File: src/rtl/pxs_pkg.sv
package pxs_pkg;
  localparam int PLANES     = 4;
  localparam int PLANE_BITS = 8;
  localparam int PIX_W      = 4;
  localparam int WORD_W     = PLANES * PLANE_BITS;
  localparam int SLOT_W     = $clog2(PLANE_BITS);

  typedef enum logic [1:0] {
    SH_PLANAR = 2'd0,
    SH_PACKED = 2'd1,
    SH_WIDE_L = 2'd2,
    SH_WIDE_R = 2'd3
  } shiftMode_e;

  typedef struct packed {
    logic              load;
    logic              active;
    logic [SLOT_W-1:0] slot;
  } shiftCtl_t;
endpackage

File: src/rtl/pxs_ctrl.sv
module pxs_ctrl
  import pxs_pkg::*;
#(
  parameter int SLOTS = PLANE_BITS
) (
  input  logic      clk,
  input  logic      rst_n,
  input  logic      wordValid,
  output logic      wordReady,
  output shiftCtl_t ctl
);
  localparam logic [SLOT_W-1:0] LAST = SLOT_W'(SLOTS - 1);

  logic              active;
  logic [SLOT_W-1:0] slot;
  logic              accept;

  assign wordReady = !active || (slot == LAST);
  assign accept    = wordValid && wordReady;

  always_ff @(posedge clk) begin
    if (!rst_n) begin
      active <= 1'b0;
      slot   <= '0;
    end else if (accept) begin
      active <= 1'b1;
      slot   <= '0;
    end else if (active) begin
      if (slot == LAST) begin
        active <= 1'b0;
        slot   <= '0;
      end else begin
        slot <= slot + 1'b1;
      end
    end
  end

  assign ctl.load   = accept;
  assign ctl.active = active;
  assign ctl.slot   = slot;

  // an accepted word always starts at slot 0 on the next cycle
  p_restart_r7: assert property (@(posedge clk) disable iff (!rst_n)
    accept |=> (active && slot == '0));

  // inside a word the slot advances by one each cycle
  p_advance_r7: assert property (@(posedge clk) disable iff (!rst_n)
    (active && slot != LAST) |=> (active && slot == $past(slot) + 1'b1));

  // the last slot with no new word leads to an idle cycle
  p_drain_r9: assert property (@(posedge clk) disable iff (!rst_n)
    (active && slot == LAST && !wordValid) |=> !active);
endmodule

File: src/rtl/pxs_datapath.sv
module pxs_datapath
  import pxs_pkg::*;
(
  input  logic              clk,
  input  logic              rst_n,
  input  shiftCtl_t         ctl,
  input  logic [WORD_W-1:0] wordData,
  input  logic              modeWide,
  input  logic              modeInterleave,
  input  logic              nibbleRight,
  output logic [PIX_W-1:0]  pixOut
);
  logic [WORD_W-1:0]     wordReg;
  shiftMode_e            modeReg;
  shiftMode_e            modeNext;
  logic [PLANE_BITS-1:0] plane [PLANES];
  logic [PIX_W-1:0]      planarPix, packedPix, widePix;
  logic [PLANE_BITS-1:0] loPlane, hiPlane, nibPlane;
  logic [1:0]            pairIdx;

  always_comb begin
    if (modeWide)            modeNext = nibbleRight ? SH_WIDE_R : SH_WIDE_L;
    else if (modeInterleave) modeNext = SH_PACKED;
    else                     modeNext = SH_PLANAR;
  end

  always_ff @(posedge clk) begin
    if (!rst_n) begin
      wordReg <= '0;
      modeReg <= SH_PLANAR;
    end else if (ctl.load) begin
      wordReg <= wordData;
      modeReg <= modeNext;
    end
  end

  for (genvar n = 0; n < PLANES; n++) begin : g_plane
    assign plane[n]     = wordReg[n*PLANE_BITS +: PLANE_BITS];
    assign planarPix[n] = plane[n][~ctl.slot];
  end

  assign pairIdx = ctl.slot[1:0];
  assign loPlane = ctl.slot[2] ? plane[1] : plane[0];
  assign hiPlane = ctl.slot[2] ? plane[3] : plane[2];
  assign packedPix = {hiPlane[~{pairIdx, 1'b0}], hiPlane[~{pairIdx, 1'b1}],
                      loPlane[~{pairIdx, 1'b0}], loPlane[~{pairIdx, 1'b1}]};

  assign nibPlane = plane[ctl.slot[2:1]];
  always_comb begin
    if ((modeReg == SH_WIDE_R) ^ ctl.slot[0]) widePix = nibPlane[3:0];
    else                                      widePix = nibPlane[7:4];
  end

  always_comb begin
    pixOut = '0;
    if (ctl.active) begin
      unique case (modeReg)
        SH_PLANAR:            pixOut = planarPix;
        SH_PACKED:            pixOut = packedPix;
        SH_WIDE_L, SH_WIDE_R: pixOut = widePix;
        default:              pixOut = '0;
      endcase
    end
  end

  // mode and word are held unless a load happens
  p_mode_hold_r8: assert property (@(posedge clk) disable iff (!rst_n)
    !ctl.load |=> ($stable(modeReg) && $stable(wordReg)));
endmodule

File: src/rtl/plane_pixel_shifter.sv
module plane_pixel_shifter
  import pxs_pkg::*;
(
  input  logic              clk,
  input  logic              rst_n,
  input  logic              wordValid,
  input  logic [WORD_W-1:0] wordData,
  output logic              wordReady,
  input  logic              modeWide,
  input  logic              modeInterleave,
  input  logic              nibbleRight,
  output logic [PIX_W-1:0]  pixOut,
  output logic              pixValid
);
  shiftCtl_t ctl;

  pxs_ctrl u_ctrl (
    .clk       (clk),
    .rst_n     (rst_n),
    .wordValid (wordValid),
    .wordReady (wordReady),
    .ctl       (ctl)
  );

  pxs_datapath u_dp (
    .clk            (clk),
    .rst_n          (rst_n),
    .ctl            (ctl),
    .wordData       (wordData),
    .modeWide       (modeWide),
    .modeInterleave (modeInterleave),
    .nibbleRight    (nibbleRight),
    .pixOut         (pixOut)
  );

  assign pixValid = ctl.active;

  // idle output is zero
  p_idle_zero_r9: assert property (@(posedge clk) disable iff (!rst_n)
    !pixValid |-> (pixOut == '0));

  // while not on the last pixel, ready stays low and valid persists
  p_no_gap_r7: assert property (@(posedge clk) disable iff (!rst_n)
    (pixValid && !wordReady) |=> pixValid);
endmodule

File: config.mk
export PLATFORM = sky130hd
export DESIGN_NAME = plane_pixel_shifter
export DESIGN_NICKNAME = d
export VERILOG_FILES = /design/src/rtl/pxs_pkg.sv /design/src/rtl/pxs_ctrl.sv /design/src/rtl/pxs_datapath.sv /design/src/rtl/plane_pixel_shifter.sv
export SDC_FILE = /design/constraint.sdc
export NUM_CORES = 1
export LEC_CHECK = 0
export ABC_AREA = 1
export BUFFER_PORTS_ARGS = -buffer_cell sky130_fd_sc_hd__clkbuf_2
export CELL_PAD_IN_SITES_DETAIL_PLACEMENT = 1
export CELL_PAD_IN_SITES_GLOBAL_PLACEMENT = 2
export CORE_AREA = 2 2 90 92
export CTS_BUF_LIST = sky130_fd_sc_hd__clkbuf_8
export DETAILED_ROUTE_END_ITERATION = 8
export DIE_AREA = 0 0 92 94
export HOLD_SLACK_MARGIN = 0.1
export PLACE_DENSITY = 0.88
export SKIP_LAST_GASP = 1
export SLEW_MARGIN = 20
export SYNTH_ARGS = -nofsm -noshare
export SYNTH_HDL_FRONTEND = slang
export SYNTH_SLANG_ARGS = --single-unit
File: constraint.sdc
create_clock -name clk -period 3.6 [get_ports clk]
set_input_delay 0.36 -clock clk [delete_from_list [all_inputs] [get_ports clk]]
set_output_delay 0.36 -clock clk [all_outputs]
set_load 0.02 [all_outputs]
==> results of run 1 <==
-- critical path, delay by kind of cell (launching register included) --
family	cells	cell delay [ns]
AND/OR/NAND/NOR	7	0.67
buffers and inverters	2	0.62
flip-flops	1	0.77
-- cell type report --
class	instances	area share, %
clock buffer	6	3.08
clock inverter	2	0.327
inverter	39	5.93
multi-input combinational	288	48.9
sequential	38	28.4
tap	102	4.76
timing repair buffer	45	8.59
-- sequential cells by signal, indices dropped and copies added, names as in the netlist --
| name | flops |
|---|---|
| u_dp.wordReg | 32 |
| u_ctrl.slot | 3 |
| u_ctrl.active | 1 |
| u_dp.modeReg | 2 |
-- layout by cell type (no fill, tap or decap) --
| master | Yosys | routed |
|---|---|---|
| nand2_1 | 111 | 111 |
| nand3_1 | 75 | 75 |
| clkbuf_2 | 1 | 43 |
| dfxtp_1 | 38 | 37 |
| inv_1 | 35 | 36 |
| a21oi_1 | 34 | 34 |
| nor2_1 | 23 | 23 |
| o21ai_0 | 23 | 23 |
| o21ai_1 | 13 | 13 |
| clkbuf_8 | 0 | 6 |
| nand2_2 | 3 | 3 |
| inv_2 | 2 | 2 |
| nand2_4 | 2 | 2 |
| ha_1 | 2 | 2 |
| buf_4 | 2 | 2 |
| inv_6 | 1 | 1 |
| inv_8 | 1 | 1 |
| nand4_1 | 1 | 1 |
| a21boi_0 | 1 | 1 |
| clkinv_2 | 0 | 1 |
| dfxtp_2 | 0 | 1 |
-- final timing paths --
kind,startpoint,to,depth (start not counted)
worst min-delay path,wordData[16],u_dp.wordReg[16],3
worst max-delay path,u_ctrl.slot[1],pixOut[1],9
worst max register to register,u_ctrl.slot[1],u_dp.modeReg[0],8
worst min register to register,u_dp.wordReg[11],u_dp.wordReg[11],2
-- per-stage QoR --
stage	hold slack (ns)	cell area, sq um	instances
final	0.316	2680	520
after detailed placement	0.471	2590	512
after global routing	0.317	2680	520
after CTS	0.316	2680	520
after global placement	0.469	2590	512
after floorplan	0.444	2480	393
-- logic make-up (layout without fill, tap and decap cells) --
kind of cell,after synthesis,count (layout),share of synthesized area (%)
AOI/OAI and AO/OA,71,71,14.4
adders and majority gates,2,2,1.01
buffers and inverters,67,92,16.7
DFF,38,38,30.6
and+or+nand+nor,215,215,37.3
-- power by group through the flow --
stage | logic [uW] | clock network [uW] | registers (uW)
2_1_floorplan | 163 | 0 | 479
3_3_place_gp | 193 | 0 | 497
3_5_place_dp | 198 | 0 | 497
4_1_cts | 199 | 318 | 488
5_1_grt | 226 | 337 | 493
6_report | 195 | 311 | 488
-- cells in the mapped netlist, drive strengths merged --
master  count  area, sq um
buf        24          239
nand2     116          458
o21ai      36          180
a21boi      1         7.51
nand3      75          375
dfxtp      38          761
nand4       1         6.26
a21oi      34          170
clkbuf      4         16.3
nor2       23         86.3
inv        39          159
ha          2         25.0
-- routing by layer --
metal / share of wire [%] / vias to the layer above / routed length [microns]
met4: 1.1 / 0 / 79
li1: - / 1318 / -
met3: 3.0 / 5 / 218
met5: 0 / - / 0
met1: 47 / 1218 / 3410
met2: 49 / 35 / 3510
==> key figures, run 1 <==
GRT
  • Initial antenna violation count: 0
  • Pin count of the biggest net entering global routing: 66
  • Most Used Layer, Global Route: met2
  • M3 GR Usage: 3.13%
  • Total GRT Usage: 17.5%
  • Met1 Use GR: 22.1%
  • Vias in the first global route: 2538
  • GR Util met2: 31.1%
  • First-pass GRT wire length: 12200 microns
  • Gr ovfl total: 0

Routing
  • # DRC: 0
  • Vias post-DR: 2576
  • Total wire length: 7210 microns
  • Final ANT Viol Nets: 0
  • Initial drt markers: 110
  • First-pass DRT Iterations: 4
  • WL per Instance: 13.9 microns
  • Vias per cell: 4.95

Timing
  • Fin. max-slew vios: 0
  • Min Clock Period, post-route: 2.73 ns
  • Final worst path period share: 75.8%
  • Fin. Hold Viols: 0
  • Unrepaired setup endpoints after global routing: false
  • PnR worst setup slack: 0.872 ns
  • Slew HR: 53.5%
  • Worst-Margin Slew: 0.697 ns
  • Fmax achieved: 367 MHz
  • Setup tns final: 0 ns
  • Worst Skew: 0.00482 ns
  • # setup viols final: 0

Clock network
  • H-tree depth: 2
  • Hold-fix buffers, CTS: 0
  • Cts bufs inserted: 5
  • Clk_lat worst skew: 0.30 ns
  • CTS max path bufs: 2
  • CTS tree: done
  • # resized after CTS: 0
  • CTS sink cnt: 38
  • Post-CTS setup buffers: 0
  • Worst-path clk slew: 0.08 ns
  • Clk root buf: clkbuf_8

Power
  • Power share of the sequential group: 49.1%
  • Leak: 0.00121 uW
  • Tot Pwr: 994 uW
  • VDD IR max: 206 uV
  • PD cells: 371 mW/mm^2
  • P_sw: 315 uW
  • Gate power share: 19.6%
  • Sw Share: 31.7%
  • Clock network power share: 31.3%
  • Int Pwr: 678 uW

Worst setup path
  • Most used cell, CP: nand2_1
  • Slowest stage delay, CP: 0.77 ns
  • Worst path cell trace: inv_2 -> nand2_1 -> nand3_1 -> nand3_1 -> nand2_1 -> nand2_1 -> nand2_1 -> nor2_1 -> clkbuf_2
  • R2R Setup Slk: 1.41 ns
  • Crit. End Element: output pin
  • Worst Setup Path Type: flip-flop to output pin
  • CP required: 3.24 ns
  • CP Launch Type: flip-flop
  • Critical-path maximum fanout: 29
  • Worst path slowest cell: dfxtp_1
  • CP Data Arrival Time: 2.37 ns

Cells and area
  • Share of cells above drive strength 1: 14.8%
  • Post-Route Utilization: 35.2%
  • Area of the multi-input gates: 0.00131 sq mm
  • Fillers: 1051
  • Fin nets: 457
  • ANT cells: 0
  • Register Area: 762 sq um
  • Area Overhead vs Synth: 7.86%

Logic synthesis
  • Sequential share of the synthesized area: 30.6%
  • Avg Cell Area, Syn: 6.32 sq um
  • Yosys Warn Count: 0
  • Post-synthesis cell area: 0.00248 sq mm
  • Synth unique cells: 22
  • Synth Net Count: 433
  • Synthesis-stage register bit count: 38
  • Post-Syn Instances: 393

Floorplanning
  • Die W: 92 microns
  • Initial core utilization: 32.6%
  • I/O pins: 44
  • Core box area: 0.00761 sq mm
  • # rows: 32
  • Area of the die: 0.00865 sq mm
  • Vert. Die Dim: 94 microns

Placement
  • GPL Wtd Cong: 0.834
  • Setup WS pre-CTS: 1.06 ns
  • DP HPWL: 5230 microns
  • IO Port Bufs: 43

Run status
  • Status: complete, no violations

Min path
  • Hold crit path type: primary input to flip-flop

Run
  • Max-Cap Viols: 0
No activity file was read; power rests on OpenSTA's default activity.
==> run 2, diff against run 1 <==
--- a/config.mk
+++ b/config.mk
@@ -9,12 +9,12 @@
 export BUFFER_PORTS_ARGS = -buffer_cell sky130_fd_sc_hd__clkbuf_2
 export CELL_PAD_IN_SITES_DETAIL_PLACEMENT = 1
 export CELL_PAD_IN_SITES_GLOBAL_PLACEMENT = 2
-export CORE_AREA = 2 2 90 92
+export CORE_AREA = 2 2 93 95
 export CTS_BUF_LIST = sky130_fd_sc_hd__clkbuf_8
 export DETAILED_ROUTE_END_ITERATION = 8
-export DIE_AREA = 0 0 92 94
+export DIE_AREA = 0 0 95 97
 export HOLD_SLACK_MARGIN = 0.1
-export PLACE_DENSITY = 0.88
+export PLACE_DENSITY = 0.83
 export SKIP_LAST_GASP = 1
 export SLEW_MARGIN = 20
 export SYNTH_ARGS = -nofsm -noshare
==> constraint.sdc (replaced) <==
create_clock -name clk -period 2.6 [get_ports clk]
set_input_delay 0.26 -clock clk [delete_from_list [all_inputs] [get_ports clk]]
set_output_delay 0.26 -clock clk [all_outputs]
set_load 0.02 [all_outputs]
==> run 2 against run 1 <==
- critical endpoint is now pixOut[3]
- final area is 0.61% higher
- register-to-register slack worse by 0.82 ns
- worst setup slack lost 0.57 ns
- first-iteration DRC count rose by 30%
- sequential share of layout area down 0.22 points
- wire length is 1.5% higher
- total power rose by 36%
- worst hold slack lost 0.087 ns
==> key figures, run 2 (synthesis gave the netlist of run 1 again) <==
Cells and area
  • ANT cells: 0
  • Post-Route Utilization: 33.1%
  • Largest Register: u_dp.wordReg
  • Fillers: 1097
  • Commonest cells after routing, fill and taps aside: 111 x nand2_1, 75 x nand3_1, 43 x clkbuf_2
  • Fin nets: 460
  • Register Area: 761 sq um
  • Share of cells above drive strength 1: 15.0%
  • Non-filler cells, final: 524
  • Largest register FFs: 32
  • Most common cell after layout, fill and taps aside: nand2_1
  • Area Overhead vs Synth: 8.51%
  • Largest regs: u_dp.wordReg: 32 flops, u_ctrl.slot: 3 flops, u_dp.modeReg: 2 flops
  • Area of the multi-input gates: 0.00131 sq mm

GRT
  • GR Util met2: 27.7%
  • Initial antenna violation count: 0
  • Most Used Layer, Global Route: met2
  • Met1 Use GR: 23.5%
  • Vias in the first global route: 2618
  • First-pass GRT wire length: 12800 microns
  • M3 GR Usage: 3.04%
  • Pin count of the biggest net entering global routing: 66
  • Gr ovfl total: 0
  • Total GRT Usage: 17.3%

Min path
  • Hold crit path type: primary input to flip-flop
  • WHS Endpoint: u_dp.wordReg[23]
  • Hold Path Origin: wordData[23]
  • WHS Path Cells: 3

Worst setup path
  • Crit. End Element: output pin
  • Critical-path maximum fanout: 19
  • CP Launch Type: flip-flop
  • Most used cell, CP: nand3_1
  • R2R Setup Slk: 0.59 ns
  • Slowest stage delay, CP: 0.66 ns
  • Worst R2R Path Depth: 8
  • Worst path cell trace: buf_4 -> nand2_1 -> nand3_1 -> nand3_1 -> nand3_1 -> nand2_1 -> nor2_1 -> clkbuf_2
  • Worst Setup Path Type: flip-flop to output pin
  • FF-to-FF End: u_dp.modeReg[0]
  • CP required: 2.34 ns
  • CP Data Arrival Time: 2.04 ns
  • Worst path slowest cell: dfxtp_1
  • Worst r2r src: u_ctrl.slot[1]

Routing
  • Total wire length: 7320 microns
  • Vias per cell: 4.90
  • Initial drt markers: 143
  • Final ANT Viol Nets: 0
  • First-pass DRT Iterations: 4
  • Vias post-DR: 2565
  • WL per Instance: 14.0 microns
  • # DRC: 0

Power
  • Clock network power share: 29.7%
  • Power share of the sequential group: 48.8%
  • P_sw: 419 uW
  • Sw Share: 30.9%
  • PD cells: 503 mW/mm^2
  • VDD IR max: 171 uV
  • Leak: 0.00122 uW
  • Int Pwr: 937 uW
  • Gate power share: 21.4%

Placement
  • DP HPWL: 5470 microns
  • GPL Wtd Cong: 0.869
  • IO Port Bufs: 43
  • Placed cells: 518

Timing
  • WHS: 0.229 ns
  • Final worst path period share: 88.3%
  • Fin. Hold Viols: 0
  • Slew HR: 58.4%
  • Fin. max-slew vios: 0
  • Worst-Margin Slew: 0.624 ns
  • # setup viols final: 0
  • Worst Skew: 0.00637 ns
  • Unrepaired setup endpoints after global routing: false
  • Setup tns final: 0 ns
  • Fmax achieved: 436 MHz
  • Min Clock Period, post-route: 2.30 ns

Floorplanning
  • # rows: 33
  • Initial core utilization: 30.5%
  • Vert. Die Dim: 97 microns
  • Die W: 95 microns
  • Area of the die: 0.00922 sq mm
  • I/O pins: 44
  • Core box area: 0.00813 sq mm

Clock network
  • # resized after CTS: 0
  • Clk root buf: clkbuf_8
  • CTS sink cnt: 38
  • CTS max path bufs: 2
  • Hold-fix buffers, CTS: 0
  • Cts bufs inserted: 5
  • Worst-path clk slew: 0.07 ns
  • Post-CTS setup buffers: 0
  • Clk_lat worst skew: 0.29 ns
  • CTS tree: done
  • H-tree depth: 2

Run status
  • Status: complete, no violations

Run
  • Max-Cap Viols: 0
run 2: routing by layer:
| layer | share of wire [%] | vias to the layer above |
|---|---|---|
| met5 | 0 | - |
| met4 | 1.8 | 0 |
| met3 | 2.4 | 9 |
| met2 | 48 | 39 |
| met1 | 48 | 1196 |
| li1 | - | 1321 |
run 2: how the worst max path moves through the flow:
stage	cells past startpoint	start	end
floorplan	8	u_ctrl.slot[2]	pixOut[3]
global placement	8	u_ctrl.slot[2]	pixOut[3]
detailed placement	8	u_ctrl.slot[1]	u_dp.modeReg[0]
CTS	8	u_ctrl.slot[2]	pixOut[3]
global route	8	u_ctrl.slot[2]	pixOut[2]
finish	8	u_ctrl.slot[2]	pixOut[3]
run 2: worst max-delay path, delay by kind of cell, from the launching register on:
family	cells	cell delay, ns
buf+inv	2	0.52
flops	1	0.66
simple gates	6	0.56
run 2: cell type report:
cell class	instances	area share, %
Clock buffer	6	3.06
Timing Repair Buffer	48	9.38
Inverter	39	5.90
Sequential cell	38	28.2
Tap cell	105	4.87
Multi-Input combinational cell	288	48.6
run 2: power groups by stage:
stage	combinational [uW]	clock (uW)	sequential [uW]
2_1_floorplan	225	0	663
3_3_place_gp	291	0	674
3_5_place_dp	294	0	676
4_1_cts	295	419	662
5_1_grt	338	448	668
6_report	291	403	662
run 2: stage by stage:
| stage | power (uW) | cell area, sq um | setup slack (ns) |
|---|---|---|---|
| 6_report | 1360 | 2700 | 0.304 |
| 5_1_grt | 1450 | 2700 | 0.103 |
| 3_5_place_dp | 969 | 2610 | 0.574 |
| 3_3_place_gp | 965 | 2610 | 0.569 |
| 2_1_floorplan | 889 | 2480 | 1.14 |
| 4_1_cts | 1380 | 2700 | 0.267 |
==> run 3, diff against run 2 <==
--- a/config.mk
+++ b/config.mk
@@ -6,13 +6,14 @@
 export NUM_CORES = 1
 export LEC_CHECK = 0
 export ABC_AREA = 1
-export BUFFER_PORTS_ARGS = -buffer_cell sky130_fd_sc_hd__clkbuf_2
+export BUFFER_PORTS_ARGS = -buffer_cell sky130_fd_sc_hd__buf_2
 export CELL_PAD_IN_SITES_DETAIL_PLACEMENT = 1
 export CELL_PAD_IN_SITES_GLOBAL_PLACEMENT = 2
 export CORE_AREA = 2 2 93 95
 export CTS_BUF_LIST = sky130_fd_sc_hd__clkbuf_8
 export DETAILED_ROUTE_END_ITERATION = 8
 export DIE_AREA = 0 0 95 97
+export GPL_TIMING_DRIVEN = 1
 export HOLD_SLACK_MARGIN = 0.1
 export PLACE_DENSITY = 0.83
 export SKIP_LAST_GASP = 1
==> constraint.sdc (replaced) <==
create_clock -name clk -period 2.3 [get_ports clk]
set_input_delay 0.23 -clock clk [delete_from_list [all_inputs] [get_ports clk]]
set_output_delay 0.23 -clock clk [all_outputs]
set_load 0.02 [all_outputs]
==> run 3 against run 2 <==
- register-to-register slack got worse by 0.06 ns
- wire length rose by 2.6%
- worst setup slack got worse by 0.052 ns
- via count barely moved
- sequential power rose by 13%
- worst hold slack got worse by 0.042 ns
- clock-buffer cell count fell by 1
- final area rose by 1.3%
- utilization rose by 0.45 points
- critical path depth rose by 2
- die area did not move
==> key figures, run 3 (synthesis gave the netlist of run 1 again) <==
Run status
  • Status: complete, no violations

Routing
  • # DRC: 0
  • Initial drt markers: 97
  • Vias post-DR: 2567
  • WL per Instance: 14.2 microns
  • Vias per cell: 4.87
  • Total wire length: 7510 microns
  • First-pass DRT Iterations: 4
  • Final ANT Viol Nets: 0

Cells and area
  • Fin nets: 462
  • Area of the multi-input gates: 0.00131 sq mm
  • Register Area: 761 sq um
  • Area Overhead vs Synth: 9.97%
  • Commonest cells after routing, fill and taps aside: 111 x nand2_1, 75 x nand3_1, 43 x buf_2
  • Largest register FFs: 32
  • ANT cells: 0
  • Fillers: 1089
  • Most common cell after layout, fill and taps aside: nand2_1
  • Non-filler cells, final: 527
  • Largest Register: u_dp.wordReg
  • Largest regs: u_dp.wordReg: 32 flops, u_ctrl.slot: 3 flops, u_dp.modeReg: 2 flops
  • Share of cells above drive strength 1: 15.6%

Placement
  • DP HPWL: 5400 microns
  • GPL Wtd Cong: 0.848
  • Placed cells: 520
  • IO Port Bufs: 43

GRT
  • Initial antenna violation count: 0
  • Vias in the first global route: 2537
  • Total GRT Usage: 17.3%
  • First-pass GRT wire length: 12800 microns
  • Pin count of the biggest net entering global routing: 38
  • Gr ovfl total: 0

Clock network
  • CTS sink cnt: 38
  • Clk_lat worst skew: 0.30 ns
  • Hold-fix buffers, CTS: 0
  • Worst-path clk slew: 0.08 ns
  • # resized after CTS: 0
  • CTS tree: done
  • H-tree depth: 2
  • Cts bufs inserted: 5
  • Post-CTS setup buffers: 0
  • CTS max path bufs: 2
  • Clk root buf: clkbuf_8

Floorplanning
  • # rows: 33
  • Core box area: 0.00813 sq mm
  • Area of the die: 0.00922 sq mm
  • Vert. Die Dim: 97 microns
  • Initial core utilization: 30.5%
  • I/O pins: 44
  • Die W: 95 microns

Timing
  • Setup tns final: 0 ns
  • Min Clock Period, post-route: 2.05 ns
  • Fmax achieved: 488 MHz
  • Fin. Hold Viols: 0
  • Slew HR: 63.2%
  • Unrepaired setup endpoints after global routing: false
  • Worst Skew: 0.00824 ns
  • # setup viols final: 0
  • Worst-Margin Slew: 0.552 ns
  • Final worst path period share: 89.0%
  • Fin. max-slew vios: 0

Worst setup path
  • Worst path slowest cell: dfxtp_1
  • Worst Setup EP: pixOut[1]
  • Most used cell, CP: nand2_1
  • FF-to-FF End: u_dp.wordReg[3]
  • Slowest stage delay, CP: 0.47 ns
  • Worst Setup SP: u_ctrl.slot[0]
  • Worst path cell trace: buf_4 -> nand3_1 -> nand2_2 -> inv_2 -> nand3_1 -> nand2_1 -> nand2_1 -> nand2_1 -> nor2_1 -> buf_2
  • Critical-path maximum fanout: 12
  • Worst R2R Path Depth: 8
  • Crit. End Element: output pin
  • Worst Setup Path Type: flip-flop to output pin
  • CP Launch Type: flip-flop
  • CP Data Arrival Time: 1.82 ns
  • R2R Setup Slk: 0.53 ns
  • CP required: 2.07 ns
  • Worst r2r src: u_ctrl.slot[0]

Power
  • Gate power share: 21.8%
  • Clock network power share: 29.4%
  • Tot Pwr: 1530 uW
  • PD cells: 562 mW/mm^2
  • Sw Share: 32.4%
  • VDD IR max: 222 uV
  • Int Pwr: 1040 uW
  • Leak: 0.00123 uW
  • Power share of the sequential group: 48.9%
  • P_sw: 498 uW

Run
  • Max-Cap Viols: 0

Min path
  • Hold crit path type: primary input to flip-flop
==> run 3: power by group through the flow <==
stage          logic, uW  registers, uW  clock network (uW)
2_1_floorplan        254            750                   0
3_3_place_gp         331            763                   0
3_5_place_dp         337            764                   0
4_1_cts              338            749                 471
5_1_grt              386            757                 501
6_report             334            750                 451
==> run 3: metrics by stage <==
step                      setup WS [ns]  hold slack (ns)  instance area, sq um  utilization, %
final                             0.252            0.187                  2730            33.6
after global routing             0.0675            0.204                  2730            33.6
after CTS                         0.229            0.184                  2730            33.6
after detailed placement          0.525            0.473                  2650            32.6
after global placement            0.580            0.470                  2650            32.6
after floorplan                   0.868            0.368                  2480               -
==> run 3: final cells by class <==
class,instances,area share [%]
Clock buffer,5,2.52
Clock inverter,2,0.366
Inverter,39,5.82
Multi-Input combinational cell,288,47.9
Sequential cell,38,27.9
Tap cell,105,4.81
Timing Repair Buffer,50,10.7
==> run 3: layer usage <==
metal  vias up  wire length, microns  global-route usage, %
met5         -                     0                      0
met3         6                   231                   2.34
met1      1202                  3640                   24.4
li1       1322                     -                      -
met2        37                  3540                   27.8
met4         0                    91                   4.35
==> run 3: worst min-delay path by stage <==
stage,startpoint,end,slack (ns),cells after the start
after floorplan,rst_n,u_dp.wordReg[24],0.37,2
after global placement,u_dp.wordReg[15],u_dp.wordReg[15],0.47,2
after detailed placement,u_dp.wordReg[11],u_dp.wordReg[11],0.47,2
after CTS,wordData[16],u_dp.wordReg[16],0.18,3
after global routing,wordData[16],u_dp.wordReg[16],0.20,3
final,wordData[16],u_dp.wordReg[16],0.19,3
==> run 3: worst max-delay path, delay by kind of cell (launching register included) <==
family / cells / cell delay [ns]
buf+inv: 3 / 0.48
simple gates: 7 / 0.56
flops: 1 / 0.47
